`src/rtl/wdg_pkg.sv`:
```
// Package wdg_pkg
// Shared types for the kicked watchdog. It holds the expiry stage
// encoding used between the stage tracker and the counter.
package wdg_pkg;
    typedef enum logic {
        STG_WATCH = 1'b0,   // first countdown in progress
        STG_GRACE = 1'b1    // first expiry seen, grace countdown running
    } wdg_stage_e;
endpackage

```
`src/rtl/wdg_key_gate.sv`:
```
// Module wdg_key_gate
// Holds the control word and decides whether a write is honoured.
// A write is honoured when the stored start bit is clear, or when the new
// key is the bitwise inverse of the stored key.
// Assumes the field layout count[CNT_W-1:0], start[CNT_W], key above that.
module wdg_key_gate #(
    parameter int DATA_W = 32,
    parameter int CNT_W  = 8,
    parameter int KEY_W  = 7
) (
    input  logic              clk,
    input  logic              rst_n,
    input  logic              wr_en,
    input  logic [DATA_W-1:0] wr_data,
    output logic              accept,
    output logic              cmd_start,
    output logic [CNT_W-1:0]  cmd_count,
    output logic [DATA_W-1:0] ctrl_q
);
    localparam int EN_BIT  = CNT_W;
    localparam int KEY_LSB = CNT_W + 1;

    logic [KEY_W-1:0] key_held;
    logic [KEY_W-1:0] key_new;
    logic             armed;

    assign key_held  = ctrl_q[KEY_LSB +: KEY_W];
    assign key_new   = wr_data[KEY_LSB +: KEY_W];
    assign armed     = ctrl_q[EN_BIT];
    assign cmd_start = wr_data[EN_BIT];
    assign cmd_count = wr_data[CNT_W-1:0];

    // Decide acceptance: any key while disarmed, inverse key while armed.
    always_comb begin
        accept = wr_en && (!armed || (key_new == ~key_held));
    end

    // Store the control word on every honoured write.
    always_ff @(posedge clk) begin
        if (!rst_n) begin
            ctrl_q <= '0;
        end else if (accept) begin
            ctrl_q <= wr_data;
        end
    end
endmodule

```
`src/rtl/wdg_countdown.sv`:
```
// Module wdg_countdown
// Tick-gated down counter. An honoured write loads it (0 means 2**CNT_W)
// and starts or stops it. Expiry fires on the tick that would take the
// count from 1 to 0. On the first-stage expiry it reloads the grace count.
// On the grace expiry it stops. A load beats a tick on the same edge.
module wdg_countdown #(
    parameter int CNT_W       = 8,
    parameter int GRACE_TICKS = 1
) (
    input  logic             clk,
    input  logic             rst_n,
    input  logic             tick,
    input  logic             load,
    input  logic             start,
    input  logic [CNT_W-1:0] load_cnt,
    input  logic             in_grace,
    output logic             expire
);
    localparam int            CW      = CNT_W + 1;
    localparam logic [CW-1:0] FULL    = CW'(1) << CNT_W;
    localparam logic [CW-1:0] GRACE_V = CW'(GRACE_TICKS);

    logic [CW-1:0] cnt_q;
    logic          run_q;
    logic [CW-1:0] load_val;

    // Map a written count of zero onto the full range.
    always_comb begin
        load_val = (load_cnt == '0) ? FULL : {1'b0, load_cnt};
    end

    // Flag the tick that exhausts the running count.
    always_comb begin
        expire = run_q && tick && !load && (cnt_q == CW'(1));
    end

    // Load, reload for grace, stop after grace, or decrement on a tick.
    always_ff @(posedge clk) begin
        if (!rst_n) begin
            cnt_q <= '0;
            run_q <= 1'b0;
        end else if (load) begin
            cnt_q <= load_val;
            run_q <= start;
        end else if (expire) begin
            if (in_grace) begin
                cnt_q <= '0;
                run_q <= 1'b0;
            end else begin
                cnt_q <= GRACE_V;
            end
        end else if (run_q && tick) begin
            cnt_q <= cnt_q - CW'(1);
        end
    end
endmodule

```
`src/rtl/wdg_stage.sv`:
```
// Module wdg_stage
// Tracks which expiry stage the watchdog is in. It drives the interrupt
// (held from the first expiry until an honoured write) and the one-cycle
// reset request (on the grace expiry). An honoured write returns it to
// the first stage.
module wdg_stage
    import wdg_pkg::*;
(
    input  logic clk,
    input  logic rst_n,
    input  logic clear,
    input  logic expire,
    output logic in_grace,
    output logic nmi,
    output logic reset_req
);
    wdg_stage_e stage_q;

    assign in_grace = (stage_q == STG_GRACE);

    // Advance stage on expiry, pulse the request, and clear on an honoured write.
    always_ff @(posedge clk) begin
        if (!rst_n) begin
            stage_q   <= STG_WATCH;
            nmi       <= 1'b0;
            reset_req <= 1'b0;
        end else begin
            reset_req <= 1'b0;
            if (clear) begin
                stage_q <= STG_WATCH;
                nmi     <= 1'b0;
            end else if (expire) begin
                if (stage_q == STG_WATCH) begin
                    stage_q <= STG_GRACE;
                    nmi     <= 1'b1;
                end else begin
                    reset_req <= 1'b1;
                end
            end
        end
    end
endmodule

```
`src/rtl/kick_watchdog.sv`:
```
// Module kick_watchdog
// Two-stage watchdog kicked through one control word that carries an
// inverting key. It connects the key gate, the countdown and the stage
// tracker. Assumes a single clock domain with tick already synchronous.
module kick_watchdog #(
    parameter int DATA_W      = 32,
    parameter int CNT_W       = 8,
    parameter int KEY_W       = 7,
    parameter int GRACE_TICKS = 1
) (
    input  logic              clk,
    input  logic              rst_n,
    input  logic              wr_en,
    input  logic [DATA_W-1:0] wr_data,
    input  logic              tick,
    output logic [DATA_W-1:0] ctrl_rdata,
    output logic              nmi,
    output logic              reset_req
);
    logic             accept;
    logic             cmd_start;
    logic [CNT_W-1:0] cmd_count;
    logic             expire;
    logic             in_grace;

    wdg_key_gate #(.DATA_W(DATA_W), .CNT_W(CNT_W), .KEY_W(KEY_W)) u_gate (
        .clk       (clk),
        .rst_n     (rst_n),
        .wr_en     (wr_en),
        .wr_data   (wr_data),
        .accept    (accept),
        .cmd_start (cmd_start),
        .cmd_count (cmd_count),
        .ctrl_q    (ctrl_rdata)
    );

    wdg_countdown #(.CNT_W(CNT_W), .GRACE_TICKS(GRACE_TICKS)) u_cnt (
        .clk      (clk),
        .rst_n    (rst_n),
        .tick     (tick),
        .load     (accept),
        .start    (cmd_start),
        .load_cnt (cmd_count),
        .in_grace (in_grace),
        .expire   (expire)
    );

    wdg_stage u_stage (
        .clk       (clk),
        .rst_n     (rst_n),
        .clear     (accept),
        .expire    (expire),
        .in_grace  (in_grace),
        .nmi       (nmi),
        .reset_req (reset_req)
    );
endmodule

```
`config.mk`:
```
export PLATFORM = sky130hd
export DESIGN_NAME = kick_watchdog
export DESIGN_NICKNAME = d
export VERILOG_FILES = /design/src/rtl/wdg_pkg.sv /design/src/rtl/wdg_key_gate.sv /design/src/rtl/wdg_countdown.sv /design/src/rtl/wdg_stage.sv /design/src/rtl/kick_watchdog.sv
export SDC_FILE = /design/constraint.sdc
export NUM_CORES = 1
export LEC_CHECK = 0
export BUFFER_PORTS_ARGS = -buffer_cell sky130_fd_sc_hd__buf_2
export CORE_AREA = 2 2 65 97
export DETAILED_ROUTE_END_ITERATION = 10
export DIE_AREA = 0 0 67 99
export PLACE_DENSITY_LB_ADDON = 0.12
export RECOVER_POWER = 50
export SYNTH_ARGS = -nofsm -noshare
export SYNTH_HDL_FRONTEND = slang
export SYNTH_HIERARCHICAL = 1
export SYNTH_SLANG_ARGS = --single-unit
```
`constraint.sdc`:
```
create_clock -name clk -period 2.3 [get_ports clk]
set_input_delay 0.115 -clock clk [delete_from_list [all_inputs] [get_ports clk]]
set_output_delay 0.115 -clock clk [all_outputs]
set_load 0.05 [all_outputs]
```
==> results.toml, run 1 <==
[cells_and_area]
antenna_cells = 0
fin_nets = 347
area_growth_pct = 16.79
finish.utilization_pct = 44.07
drive_gt1_share_pct = 19.68

[timing]
tightestPinTransition_ns = 0.6944
period_minus_slack_ns = 1.997
finClkSkew_ns = 0.008871
finalMaxSlewViolations = 0
setup_viol = 0
fmax_ghz = 0.5008
finalSetupTns_ns = 0
relSlewSlack_pct = 53.71
fin_ws_ns = 0.3031
timing.final.crit_share_pct = 86.82
rsz0062_at_grt = "no"
hold_viol = 0

[pwr]
pwr_density_cell_nw_per_um2 = 691.4
ir_drop_mv = 0.4178
leakagePower_nw = 1.082

[synth]
synth.ff_latch_count = 45
synth-xor-area-share_pct = 2.808
synth_area_um2 = 2183
ys_async_sr_fraction_pct = 0
synth_edf_count = 0
synth-seq-area-share_pct = 41.26
yosys.area_share.simple_pct = 20.46
synth_fa_ha_area_share_pct = 1.146
synth.top_cells.by_count = "68 x nand2_1, 45 x dfxtp_1, 32 x mux2i_1"
synth_top_area_share_pct = 41.26
synth_most_common_cell = "nand2_1"
synthCells = 251
ys_types = 40
synth_area_leader_cell = "dfxtp_1"
yosys_warnings = 6
syn_avg_cell_area_um2 = 8.699
synth_top_family_by_area = "simple AND/OR/NAND/NOR gates"
synthMuxAreaShare_pct = 14.67
syn_nets = 289
ys.flop_type = "dfxtp_1"
synth_compound_area_share_pct = 11.23
synth.area.top_cells = "dfxtp_1 41%, mux2i_1 15%, nand2_1 12%"

[cts]
clk_latency_ns = 0.29
clk_pin_slew_ns = 0.08
hold_buffers = 0
numCtsBuffers = 5
ctsResizeCount = 0
cts_setup_buffers = 0
cts_max_level = 2
tritoncts = "built"
root_buffer = "clkbuf_8"
cts.path.max_buffers = 2
clock-sinks = 45

[floorplanning]
die_w_um = 67
rows = 34
ios = 70
start_util_pct = 37.74
die_h_um = 99
die_area_um2 = 6633
coreArea_um2 = 5786

[drt]
drt-initial-drc-count = 72
vias_per_cell = 4.953
first_pass_iters = 4
wl_per_cell_um = 13.05
wl_um = 4987
vias = 1892
remaining_drc_errors = 0
ant_nets = 0

[global_route]
overflow = 0
grt.total_usage_pct = 16.23
grt_pass1_wl_um = 8549
antenna_found_initial = 0
grt_pass1_vias = 1905
grt_max_degree = 42
grt.met3_usage_pct = 3.653
use_met1_pct = 19.29
top_usage_layer = "met2"
use_met2_pct = 28.41

[placement]
dpl.hpwl_um = 3590
gp_congestion = 0.7963
pre_cts_ws_ns = 0.3578
portBuffers = 69

[critical_path]
critical-path-slowest-cell = "clkbuf_4"
crit_chain = "xor2_1 > nand4_1 > o22ai_4 > clkbuf_4 > nor3_1 > nand2b_1 > a21oi_2"
crit_required_ns = 2.48
cp_max_fo = 41
cp-start-kind = "register"
cp-end-kind = "register"
arrival_ns = 2.18
crit_family = "buffers and inverters"
cpPeakStageDelay_ns = 0.62
crit_type = "register to register"
critPathBufInv = 1

[job]
max_cap_viol_count = 0

[status]
outcome = "finished, final reports clean"

[worst_hold_path]
hold_class = "primary input to register"
[path summary, 6_finish.rpt]
path,startpoint,end,slack (ns),cells after the start
setup / recovery,u_gate/ctrl_q[15],u_stage/nmi,0.30,7
hold / removal,wr_data[17],u_gate/ctrl_q[17],0.06,3
setup reg to reg,u_gate/ctrl_q[15],u_stage/nmi,0.30,7
hold reg to reg,u_gate/ctrl_q[22],u_gate/ctrl_q[22],0.46,2
[cell type report]
cell class	instances	area (um^2)
Clock inverter	2	10.01
Fill cell	657	3236
Tap cell	72	90.09
Clock buffer	6	72.57
Inverter	8	30.03
Timing Repair Buffer	74	340.3
Multi-Input combinational cell	175	1099
Sequential cell	45	908.4
[cells in the final DEF, fill, tap and decap left out, drive strengths merged, types with 3 or more instances in the layout]
master  count
mux2i      32
buf        39
nand2b      4
a21oi      10
nor4        3
xor2        7
nand4       4
a21o        3
o21ai      10
dfxtp      45
clkbuf     41
nor2        6
a31oi       3
nand2      68
or4         3
inv         8
[flip-flops by register name, indices dropped and copies added, names as in the netlist]
register / flops
u_stage/reset_req: 1
u_gate/ctrl_q: 32
u_cnt/run_q: 1
u_stage/nmi: 1
u_stage/in_grace: 1
u_cnt/cnt_q: 9
[kinds of logic (layout without fill, tap and decap cells)]
| group | Yosys count | in the layout |
|---|---|---|
| and+or+nand+nor | 98 | 98 |
| DFF | 45 | 45 |
| AOI/OAI and AO/OA | 36 | 36 |
| muxes | 32 | 32 |
| buffers and inverters | 31 | 90 |
| xor gates and xnor gates | 7 | 7 |
| adders and majority gates | 2 | 2 |
[per-layer routing]
| layer | up-vias | wire, um |
|---|---|---|
| li1 | 962 | - |
| met1 | 885 | 2146 |
| met2 | 41 | 2600 |
| met3 | 4 | 187 |
| met4 | 0 | 52 |
| met5 | - | 0 |
[where the power goes]
group	internal (mW)	switching [mW]	total, mW
clock network	0.211	0.255	0.466
registers	0.834	0.0429	0.877
logic	0.131	0.289	0.420
[through the flow]
stage	std cells	power, mW	cell area, um^2	hold slack (ns)
CTS	382	1.808	2606	0.04465
finish	382	1.763	2550	0.06178
detailed placement	374	1.331	2524	0.3715
global route	382	1.856	2550	0.05809
floorplan	251	1.223	2192	0.2430
global placement	374	1.329	2524	0.3632
[worst min-delay path, stage by stage]
cell and delay [ns]:
buf_2 0.10, nand2_1 0.04, mux2i_1 0.05
(Power assumes the default switching activity.)
==> inputs of run 2 (changes only) <==
==> constraint.sdc (replaced) <==
create_clock -name clk -period 2.6 [get_ports clk]
set_input_delay 0.13 -clock clk [delete_from_list [all_inputs] [get_ports clk]]
set_output_delay 0.13 -clock clk [all_outputs]
set_load 0.05 [all_outputs]
==> run 2 against run 1 <==
Against the previous run:
- fmax shrank 5.6%
- first-iteration DRC count grew 40%
- register-to-register slack gained 0.18 ns
- final cell count grew 0.26%
- routed wire length is essentially flat
- cell area grew 1.2%
- combinational power shrank 11%
- sequential share of layout area shrank 0.71 points
- power shrank 3.9%
- via count shrank 1.6%
- critical path depth shrank 1
- critical endpoint is now u_cnt/cnt_q[4]
- non-clock buffer count grew 1
==> results.toml, run 2 (same netlist as run 1, synthesis figures left out) <==
[timing]
relSlewSlack_pct = 40.63
finalMaxSlewViolations = 0
fmax_ghz = 0.4729
tightestPinTransition_ns = 0.8906
fin_ws_ns = 0.4856
rsz0062_at_grt = "no"
setup_viol = 0
finalSetupTns_ns = 0
period_minus_slack_ns = 2.114
finClkSkew_ns = 0.006214
timing.final.crit_share_pct = 81.32
hold_viol = 0

[floorplanning]
die_h_um = 99
die_area_um2 = 6633
die_w_um = 67
ios = 70
rows = 34
start_util_pct = 37.74
coreArea_um2 = 5786

[critical_path]
worstReg2RegStart = "u_gate/ctrl_q[11]"
cp-end-kind = "register"
r2r_slack_ns = 0.49
cp-start-kind = "register"
cp_max_fo = 14
arrival_ns = 2.36
crit_required_ns = 2.84
ff2ff_path_depth = 6
crit_type = "register to register"
r2r_end = "u_cnt/cnt_q[4]"

[cells_and_area]
drive_gt1_share_pct = 17.68
fin_nets = 348
top_regs = "u_gate/ctrl_q: 32 flops, u_cnt/cnt_q: 9 flops"
final_area_um2 = 2580
largest_reg_flops = 32
final_cell_mix = "68 x nand2_1, 45 x dfxtp_1, 36 x clkbuf_1"
multi_input_area_um2 = 1099
top_register = "u_gate/ctrl_q"
final_common_cell = "nand2_1"
seqCellArea_um2 = 900.9
fillerInstances = 634
area_growth_pct = 18.17
antenna_cells = 0

[drt]
first_pass_iters = 4
wl_met3_um = 250
drt-initial-drc-count = 101
wl_met2_um = 2510
wl_um = 4984
wl_met1_um = 2173
ant_nets = 0
vias = 1862
remaining_drc_errors = 0
maxUsedRoutingLayer = "met4"
vias_per_cell = 4.862
wl_per_cell_um = 13.01

[cts]
clk_pin_slew_ns = 0.08
root_buffer = "clkbuf_8"
cts.path.max_buffers = 2
ctsResizeCount = 0
clk_latency_ns = 0.29
cts_max_level = 2
tritoncts = "built"
hold_buffers = 0
numCtsBuffers = 5
cts_setup_buffers = 0
clock-sinks = 45

[placement]
gp_congestion = 0.7666
pre_cts_ws_ns = 0.7498
dpl.hpwl_um = 3622
portBuffers = 69
placed_area_um2 = 2510

[global_route]
grt_max_degree = 37
overflow = 0
antenna_found_initial = 0
grt_pass1_vias = 1743
grt_pass1_wl_um = 8286
grt.total_usage_pct = 16.02

[worst_hold_path]
holdPathStages = 3
hold_end = "u_gate/ctrl_q[29]"
hold_class = "primary input to register"
min_from = "wr_data[29]"

[pwr]
power_mw = 1.694
pwr-share-clk_pct = 32.3
ir_drop_mv = 0.3330
p_seq_share_pct = 45.7
p_sw_mw = 0.5272
intPower_mw = 1.167
leakagePower_nw = 1.096
pwr_density_cell_nw_per_um2 = 656.7
sw_frac_of_total_pct = 31.12
p_comb_share_pct = 22.0

[job]
max_cap_viol_count = 0

[status]
outcome = "finished, final reports clean"
==> run 2: cell types whose count changed in the layout (fill, tap and decap cells not counted) <==
cell	delta
dfxtp_1	+6
dfxtp_2	-6
clkinv_2	-2
buf_4	+1
bufinv_16	+1
clkbuf_1	+1
clkbuf_4	-1
clkbuf_8	+1
==> run 2: worst max-delay path by stage <==
stage | from | end | cells after the start
final | u_gate/ctrl_q[11] | u_cnt/cnt_q[4] | 6
after global routing | u_gate/ctrl_q[11] | u_gate/ctrl_q[4] | 5
after CTS | u_gate/ctrl_q[11] | u_cnt/cnt_q[6] | 7
after detailed placement | u_gate/ctrl_q[11] | u_cnt/cnt_q[6] | 7
after global placement | u_cnt/cnt_q[0] | u_stage/nmi | 6
after floorplan | u_gate/ctrl_q[13] | u_cnt/cnt_q[0] | 9
==> run 2: per-stage QoR <==
stage,hold slack (ns),std cells,utilization (%)
finish,0.07182,383,44.59
global route,0.06645,383,44.59
CTS,0.05982,383,45.39
detailed placement,0.3870,375,43.38
global placement,0.3789,375,43.38
floorplan,0.2580,251,-
==> run 2: final cells by class <==
cell class	instances	area share, %
clock buffer	7	3.346
clock inverter	1	1.164
inverter	8	1.164
multi-input combinational	175	42.58
sequential	45	34.92
tap	72	3.492
timing repair buffer	75	13.34
==> run 2: worst max-delay path, stage by stage (launching register included) <==
cell and delay [ns]:
dfxtp_1 0.37, xor2_1 0.18, nand4_1 0.20, o22ai_4 0.29
clkbuf_1 0.71, a21o_1 0.14, o221a_2 0.17
==> run 2: metal layers <==
metal | track usage (%) | vias up
li1 | - | 958
met1 | 20.63 | 852
met2 | 25.74 | 48
met3 | 4.110 | 4
met4 | 5.181 | 0
met5 | 0 | -
==> run 2: power groups by stage <==
stage                     Clock (mW)  Combinational (mW)  Sequential (mW)
after floorplan                    0               0.175            0.905
after global placement             0               0.385            0.788
after detailed placement           0               0.385            0.789
after CTS                      0.572               0.386            0.774
after global routing           0.592               0.403            0.782
final                          0.548               0.372            0.774
==> inputs of run 3 (changes only) <==
==> constraint.sdc (replaced) <==
create_clock -name clk -period 1.85 [get_ports clk]
set_input_delay 0.0925 -clock clk [delete_from_list [all_inputs] [get_ports clk]]
set_output_delay 0.0925 -clock clk [all_outputs]
set_load 0.05 [all_outputs]
==> run 3 against run 2 <==
Against the previous run:
- register-to-register slack got worse by 0.35 ns
- via count increased by 0.32%
- setup slack got worse by 0.35 ns
- cell area increased by 3.0%
- core utilization increased by 1.3 points
- sequential share of layout area about the same
- die area unchanged
==> results.toml, run 3 (same netlist as run 1, synthesis figures left out) <==
[status]
outcome = "finished, final reports clean"

[global_route]
grt_pass1_wl_um = 8183
grt_max_degree = 23
overflow = 0
antenna_found_initial = 0
grt_pass1_vias = 1777
grt.total_usage_pct = 15.93

[critical_path]
ff2ff_path_depth = 5
r2r_slack_ns = 0.14
worstReg2RegStart = "u_gate/ctrl_q[12]"
cp-start-kind = "register"
cpPeakStageDelay_ns = 0.38
critPathBufInv = 1
cp-end-kind = "register"
arrival_ns = 1.92
crit_family = "buffers and inverters"
r2r_end = "u_gate/ctrl_q[11]"
critical-path-slowest-cell = "clkbuf_2"
crit_type = "register to register"
crit_start = "u_gate/ctrl_q[12]"
crit_required_ns = 2.06
cp_max_fo = 11
crit_chain = "xor2_1 > nand4_1 > o22ai_4 > clkbuf_2 > mux2i_1"

[placement]
dpl.hpwl_um = 3815
pre_cts_ws_ns = 0.1399
portBuffers = 69
dpl.cell_count = 382
placed_area_um2 = 2591
gp_congestion = 0.7769

[floorplanning]
ios = 70
die_h_um = 99
die_area_um2 = 6633
rows = 34
coreArea_um2 = 5786
start_util_pct = 37.74
die_w_um = 67

[drt]
wl_per_cell_um = 12.64
ant_nets = 0
wl_um = 4930
vias_per_cell = 4.790
drt-initial-drc-count = 62
first_pass_iters = 4
vias = 1868
remaining_drc_errors = 0

[timing]
setup_viol = 0
fin_ws_ns = 0.1398
holdWs_ns = 0.03606
timing.final.crit_share_pct = 92.45
tightestPinTransition_ns = 0.6198
period_minus_slack_ns = 1.710
finalMaxSlewViolations = 0
relSlewSlack_pct = 58.86
finClkSkew_ns = 0.006751
fmax_ghz = 0.5847
hold_viol = 0

[pwr]
ir_drop_mv = 0.6416
leakagePower_nw = 1.134
pwr_density_cell_nw_per_um2 = 859.3

[cells_and_area]
top_regs = "u_gate/ctrl_q: 32 flops, u_cnt/cnt_q: 9 flops"
fin_cells = 390
top_register = "u_gate/ctrl_q"
antenna_cells = 0
final_cell_mix = "68 x nand2_1, 38 x dfxtp_1, 35 x buf_2"
fin_nets = 355
largest_reg_flops = 32
final_common_cell = "nand2_1"
drive_gt1_share_pct = 22.64
area_growth_pct = 21.66
final_area_um2 = 2656
finish.utilization_pct = 45.91

[cts]
tritoncts = "built"
hold_buffers = 0
clk_pin_slew_ns = 0.08
cts_max_level = 2
numCtsBuffers = 5
cts.path.max_buffers = 2
clock-sinks = 45
clk_latency_ns = 0.29
root_buffer = "clkbuf_8"

[worst_hold_path]
min_from = "wr_data[25]"
hold_class = "primary input to register"
hold_end = "u_gate/ctrl_q[25]"
holdPathStages = 3

[job]
max_cap_viol_count = 0
==> run 3: cell types whose count changed in the layout (fill, tap and decap cells not counted), moves of 2 or more <==
cell	change
dfxtp_1	-7
buf_4	+7
dfxtp_4	+7
clkbuf_1	-2
==> run 3: what timing repair did <==
action,in CTS,in global routing
gates resized for setup,0,1
hold endpoints to repair,0,0
setup buffers,0,0
endpoints found under the setup margin,0,4
==> run 3: through the flow <==
| step | setup TNS [ns] | power (mW) |
|---|---|---|
| finish | 0 | 2.283 |
| global route | -0.003203 | 2.420 |
| CTS | 0 | 2.338 |
| detailed placement | 0 | 1.667 |
| global placement | 0 | 1.666 |
| floorplan | -0.04425 | 1.526 |
==> run 3: worst max path at each step <==
stage                        endpoint  slack (ns)  depth (start not counted)
global route              u_stage/nmi      -0.003                          6
CTS                       u_stage/nmi        0.12                          6
detailed placement        u_stage/nmi        0.14                          6
finish              u_gate/ctrl_q[11]        0.14                          5
floorplan              u_cnt/cnt_q[2]       -0.01                          9
global placement          u_stage/nmi        0.09                          6
==> run 3: cell type report <==
type                    instances  area [um^2]
multi-input cells             175         1107
clock buffers                   7        96.34
fillers                       625         3129
clock inverters                 1        5.005
well taps                      72        90.09
flip-flops and latches         45        927.1
repair buffers                 82        397.9
inverters                       8        32.53
==> run 3: power by group <==
group          internal (mW)  switching [mW]  leakage (nW)
clock                  0.338           0.317        0.0542
combinational          0.181           0.362         0.705
sequential              1.03          0.0526         0.375
total                   1.55           0.731          1.13
==> run 3: metal layers <==
layer	vias to the layer above	track usage, %	wire, um
li1	977	-	-
met1	842	18.96	2047
met2	44	26.66	2528
met3	5	4.338	272
met4	0	6.122	82
met5	-	0	0
==> run 3: worst reg2reg max path, stage by stage, from the launching register on <==
cell,delay [ns]
dfxtp_4,0.36
xor2_1,0.15
nand4_1,0.16
o22ai_4,0.35
clkbuf_2,0.38
mux2i_1,0.24
